==> src/rtl/adc_cap_pkg.sv <==
package adc_cap_pkg;

    typedef enum logic [1:0] {
        CAP_IDLE = 2'd0,
        CAP_RUN  = 2'd1,
        CAP_DONE = 2'd2
    } cap_state_t;

endpackage

==> src/rtl/ddr_lane_capture.sv <==
module ddr_lane_capture #(
    parameter int LINES = 7,
    localparam int WORD_W = 2 * LINES
) (
    input  logic              clk,
    input  logic              rst_n,
    input  logic [LINES-1:0]  ddr_in,
    output logic [WORD_W-1:0] word
);

    logic [LINES-1:0] rise_q;
    logic [LINES-1:0] fall_q;

    // Even half, taken at the rising edge
    always_ff @(posedge clk or negedge rst_n) begin
        if (!rst_n) rise_q <= '0;
        else        rise_q <= ddr_in;
    end

    // Odd half, taken at the falling edge of the same period
    always_ff @(negedge clk or negedge rst_n) begin
        if (!rst_n) fall_q <= '0;
        else        fall_q <= ddr_in;
    end

    // Interleave both halves at the next rising edge
    for (genvar k = 0; k < LINES; k++) begin : g_bit
        always_ff @(posedge clk or negedge rst_n) begin
            if (!rst_n) begin
                word[2*k]   <= 1'b0;
                word[2*k+1] <= 1'b0;
            end else begin
                word[2*k]   <= rise_q[k];
                word[2*k+1] <= fall_q[k];
            end
        end
    end

endmodule

==> src/rtl/capture_sequencer.sv <==
module capture_sequencer
    import adc_cap_pkg::*;
#(
    parameter int MAX_COUNT = 16384,
    localparam int CNT_W = $clog2(MAX_COUNT + 1)
) (
    input  logic             clk,
    input  logic             rst_n,
    input  logic             start,
    input  logic [CNT_W-1:0] cap_len,
    output logic             valid,
    output logic             done,
    output logic             busy
);

    cap_state_t       state_q;
    cap_state_t       state_d;
    logic [CNT_W-1:0] remain_q;
    logic             len_ok;
    logic             last_one;

    assign len_ok   = (cap_len != '0) && (cap_len <= CNT_W'(MAX_COUNT));
    assign last_one = (remain_q == CNT_W'(1));

    always_comb begin
        state_d = state_q;
        unique case (state_q)
            CAP_IDLE: if (start && len_ok) state_d = CAP_RUN;
            CAP_RUN:  if (last_one)        state_d = CAP_DONE;
            CAP_DONE:                      state_d = CAP_IDLE;
            default:                       state_d = CAP_IDLE;
        endcase
    end

    // State register
    always_ff @(posedge clk or negedge rst_n) begin
        if (!rst_n) state_q <= CAP_IDLE;
        else        state_q <= state_d;
    end

    // Remaining-sample counter
    always_ff @(posedge clk or negedge rst_n) begin
        if (!rst_n) begin
            remain_q <= '0;
        end else if (state_q == CAP_IDLE) begin
            if (start && len_ok) remain_q <= cap_len;
        end else if (state_q == CAP_RUN) begin
            remain_q <= remain_q - CNT_W'(1);
        end
    end

    // Outputs
    always_comb begin
        valid = 1'b0;
        done  = 1'b0;
        busy  = 1'b1;
        unique case (state_q)
            CAP_IDLE: busy  = 1'b0;
            CAP_RUN:  valid = 1'b1;
            CAP_DONE: done  = 1'b1;
            default:  busy  = 1'b0;
        endcase
    end

endmodule

==> src/rtl/adc_ddr_capture.sv <==
module adc_ddr_capture #(
    parameter int SAMPLE_W  = 14,
    parameter int MAX_COUNT = 16384,
    localparam int LINES    = SAMPLE_W / 2,
    localparam int NUM_CH   = 2,
    localparam int CNT_W    = $clog2(MAX_COUNT + 1)
) (
    input  logic                adc_clk,
    input  logic                rst_n,
    input  logic [LINES-1:0]    ddr_a,
    input  logic [LINES-1:0]    ddr_b,
    input  logic                start,
    input  logic [CNT_W-1:0]    cap_len,
    output logic [SAMPLE_W-1:0] samp_a,
    output logic [SAMPLE_W-1:0] samp_b,
    output logic                samp_valid,
    output logic                cap_done,
    output logic                busy
);

    logic [NUM_CH-1:0][LINES-1:0]    lines_in;
    logic [NUM_CH-1:0][SAMPLE_W-1:0] words;

    assign lines_in[0] = ddr_a;
    assign lines_in[1] = ddr_b;

    for (genvar ch = 0; ch < NUM_CH; ch++) begin : g_chan
        ddr_lane_capture #(
            .LINES (LINES)
        ) u_lane (
            .clk    (adc_clk),
            .rst_n  (rst_n),
            .ddr_in (lines_in[ch]),
            .word   (words[ch])
        );
    end

    assign samp_a = words[0];
    assign samp_b = words[1];

    capture_sequencer #(
        .MAX_COUNT (MAX_COUNT)
    ) u_seq (
        .clk     (adc_clk),
        .rst_n   (rst_n),
        .start   (start),
        .cap_len (cap_len),
        .valid   (samp_valid),
        .done    (cap_done),
        .busy    (busy)
    );

endmodule

==> config.mk <==
export PLATFORM = sky130hd
export DESIGN_NAME = adc_ddr_capture
export DESIGN_NICKNAME = d
export VERILOG_FILES = /design/src/rtl/adc_cap_pkg.sv /design/src/rtl/ddr_lane_capture.sv /design/src/rtl/capture_sequencer.sv /design/src/rtl/adc_ddr_capture.sv
export SDC_FILE = /design/constraint.sdc
export NUM_CORES = 1
export LEC_CHECK = 0
export BUFFER_PORTS_ARGS = -buffer_cell sky130_fd_sc_hd__buf_2
export CELL_PAD_IN_SITES_DETAIL_PLACEMENT = 1
export CELL_PAD_IN_SITES_GLOBAL_PLACEMENT = 1
export CORE_MARGIN = 4
export CORE_UTILIZATION = 40
export CTS_BUF_LIST = sky130_fd_sc_hd__clkbuf_4 sky130_fd_sc_hd__clkbuf_8
export CTS_CLUSTER_SIZE = 16
export DETAILED_ROUTE_END_ITERATION = 8
export PLACE_DENSITY_LB_ADDON = 0.1
export SYNTH_ARGS = -nofsm -noshare
export SYNTH_HDL_FRONTEND = slang
export SYNTH_SLANG_ARGS = --single-unit
==> constraint.sdc <==
create_clock -name adc_clk -period 2.1 [get_ports adc_clk]
set_clock_uncertainty 0.15 [all_clocks]
set_input_delay 0.21 -clock adc_clk [delete_from_list [all_inputs] [get_ports adc_clk]]
set_output_delay 0.21 -clock adc_clk [all_outputs]
set_load 0.01 [all_outputs]
==> flow_summary.toml <==
[place]
io_buffers = 62
hpwlAfterDp_um = 4460
place.gp.congestion = 0.759

[floorplan]
initial_core_util = 0.410
die_h_um = 88.7
die_x_um = 88.7
core_um2 = 6350
core.rowCount = 29
dieArea_um2 = 7870
io-pin-count = 63

[yosys]
synth_nets = 228
synth_edf_count = 0
synth.distinct_cells = 36
yosys_register_bits = 73
ys.flop_type = "dfrtp_1"
synth_top_area_share = 0.567
synth_area_leader_cell = "dfrtp_1"
avgSynthCellArea_um2 = 13.6
yosysMostFrequentCell = "dfrtp_1"
synthTopCellsByArea = "dfrtp_1 57%, dfrtn_1 13%, ha_1 2.4%"
synth_commonest_cells = "59 x dfrtp_1, 14 x dfrtn_1, 14 x nor2_1"
syn_area_um2 = 2600
ys_seq_area_frac = 0.701
postSynth.asyncResetShare = 1.00
synth_cells = 191
yosysWarnings = 0

[sta]
rsz0062_at_grt = "yes"
setup_viol = 0
slew_violations = 0
period_needed_ns = 2.05
fin_crit_sh = 0.974
slew_headroom = 0.712
worst_slew_pin_slew_ns = 0.428
hold_viol = 0
fmax_mhz = 489

[clock_network]
path_clk_slew_ns = 0.09
clock_latency_ns = 0.35
numCtsBuffers = 9
cts_root_buf = "clkbuf_8"
htree_levels = 3
clock_sinks = 73
clock_path_buffers = 2
cts_tree = "done"

[drt]
dr_wl_met2_um = 3400
vias_per_cell = 5.07
initialDrtViolationCount = 69
drc = 0
routed_wirelength_um = 6670
wl_met1_um = 2840
detail-route-antenna-nets = 0
wl_met3_um = 326
vias = 1930
dr.max_layer_used = "met4"
firstDrtPassIters = 5
wl_per_cell_um = 17.5

[global_route]
gr-total-overflow = 0
grt_util_all_layers = 0.186
grt_pass1_wl_um = 10700
grt_pass1_vias = 2089
antenna_found_initial = 0
grt_max_degree = 40

[final_layout]
diodes = 0
fillers = 652
nNetsFinal = 336
drive_gt1_frac = 0.385
finish.utilization = 0.573
syn2layout_area_growth_pct = 39.7

[critical_path]
endpoint_kind = "flip-flop"
r2r_cells = 7
worstSetupPathType = "flip-flop to flip-flop"
cp.required_ns = 2.22
cp-start-kind = "flip-flop"
critPathMaxFanout = 4
cp.arrival_ns = 2.17

[job]
maxCapViolations = 0

[run_status]
status = "finished clean"

[hold_path]
worstHoldPathCells = 3
hold_class = "input port to flip-flop"

[pwr]
ir_drop_uv = 688
total_power_w = 0.00458
powerDensity_nw_per_um2 = 1260
p_leak_nw = 1.69
[kinds of logic after synthesis]
kind of cell,count (synthesis),share of synthesized area
DFF,73,0.701
muxes,3,0.0125
and+or+nand+nor,46,0.103
xor gates and xnor gates,5,0.0168
buffers and inverters,17,0.0255
AOI/OAI and AO/OA,42,0.117
adders and majority gates,5,0.0240
[layer usage]
| metal | up-vias | global-route usage |
|---|---|---|
| met5 | - | 0 |
| li1 | 894 | - |
| met2 | 37 | 0.290 |
| met3 | 10 | 0.0633 |
| met4 | 0 | 0.0810 |
| met1 | 989 | 0.237 |
[repair_timing]
item                       in CTS  in global routing
resized for setup               0                  5
hold endpoints to repair       78                  0
setup endpoints to repair       0                  4
hold buffers                   20                  0
buffers inserted                0                  3
[per-stage QoR]
stage                     std cells  hold slack, ns  worst slack (ns)  setup TNS [ns]  instance area [um2]
after global placement          342          0.0752            0.0454               0                 3190
after CTS                       378         0.00419            0.0182               0                 3590
after floorplan                 191          -0.236           -0.0218         -0.0218                 2630
after global routing            381         0.00986           -0.0329         -0.0329                 3640
after detailed placement        342          0.0751           -0.0132         -0.0229                 3190
final                           381          0.0255            0.0545               0                 3640
[power by group]
group	internal [W]	total, W	switching, W
logic	0.000757	0.00154	0.000788
clock network	0.000569	0.00116	0.000586
registers	0.00163	0.00188	0.000249
[registers in the layout, summed over array words and instances (netlist names)]
signal	flops
u_seq.remain_q	15
u_seq.state_q	2
g_chan.u_lane.rise_q	14
g_chan.u_lane.word	28
g_chan.u_lane.fall_q	14
[path summary, 6_finish.rpt]
kind	start	endpoint	slack [ns]
max	u_seq.state_q[1]	u_seq.remain_q[13]	0.05
min	cap_len[2]	u_seq.remain_q[2]	0.03
max reg2reg	u_seq.state_q[1]	u_seq.remain_q[13]	0.05
min reg2reg	g_chan[0].u_lane.rise_q[6]	g_chan[0].u_lane.word[12]	0.20
max in group asynchronous	rst_n	g_chan[0].u_lane.fall_q[5]	0.38
min in group asynchronous	rst_n	u_seq.remain_q[2]	0.23
[area by class of cell]
type                    count  area, um2  area share
flip-flops and latches     73       1830       0.502
clock buffers               9        124      0.0340
clock inverters             7       82.6      0.0227
well taps                  77       96.3      0.0265
multi-input cells         101        756       0.208
repair buffers            105        721       0.198
inverters                   9       33.8     0.00928
[worst max-delay path, stage by stage, from the launching register on]
cell and delay, ns:
dfrtp_1 0.42, inv_2 0.09, ha_4 0.14, nor3b_4 0.21
nand4_2 0.13, or4_4 0.44, o31a_1 0.25, o22ai_1 0.15
[layout by cell type (no fill, tap or decap), drive strengths merged, types with 4 or more instances in the layout]
cell type	instances
clkbuf	9
dfrtn	14
inv	13
nand4	4
ha	5
xor2	5
o22a	6
nor4	5
o22ai	5
dlygate4sd3	20
a21oi	12
nand2	9
dfrtp	59
buf	85
nor2	14
o221a	4
No activity file was read; power rests on OpenSTA's default activity.
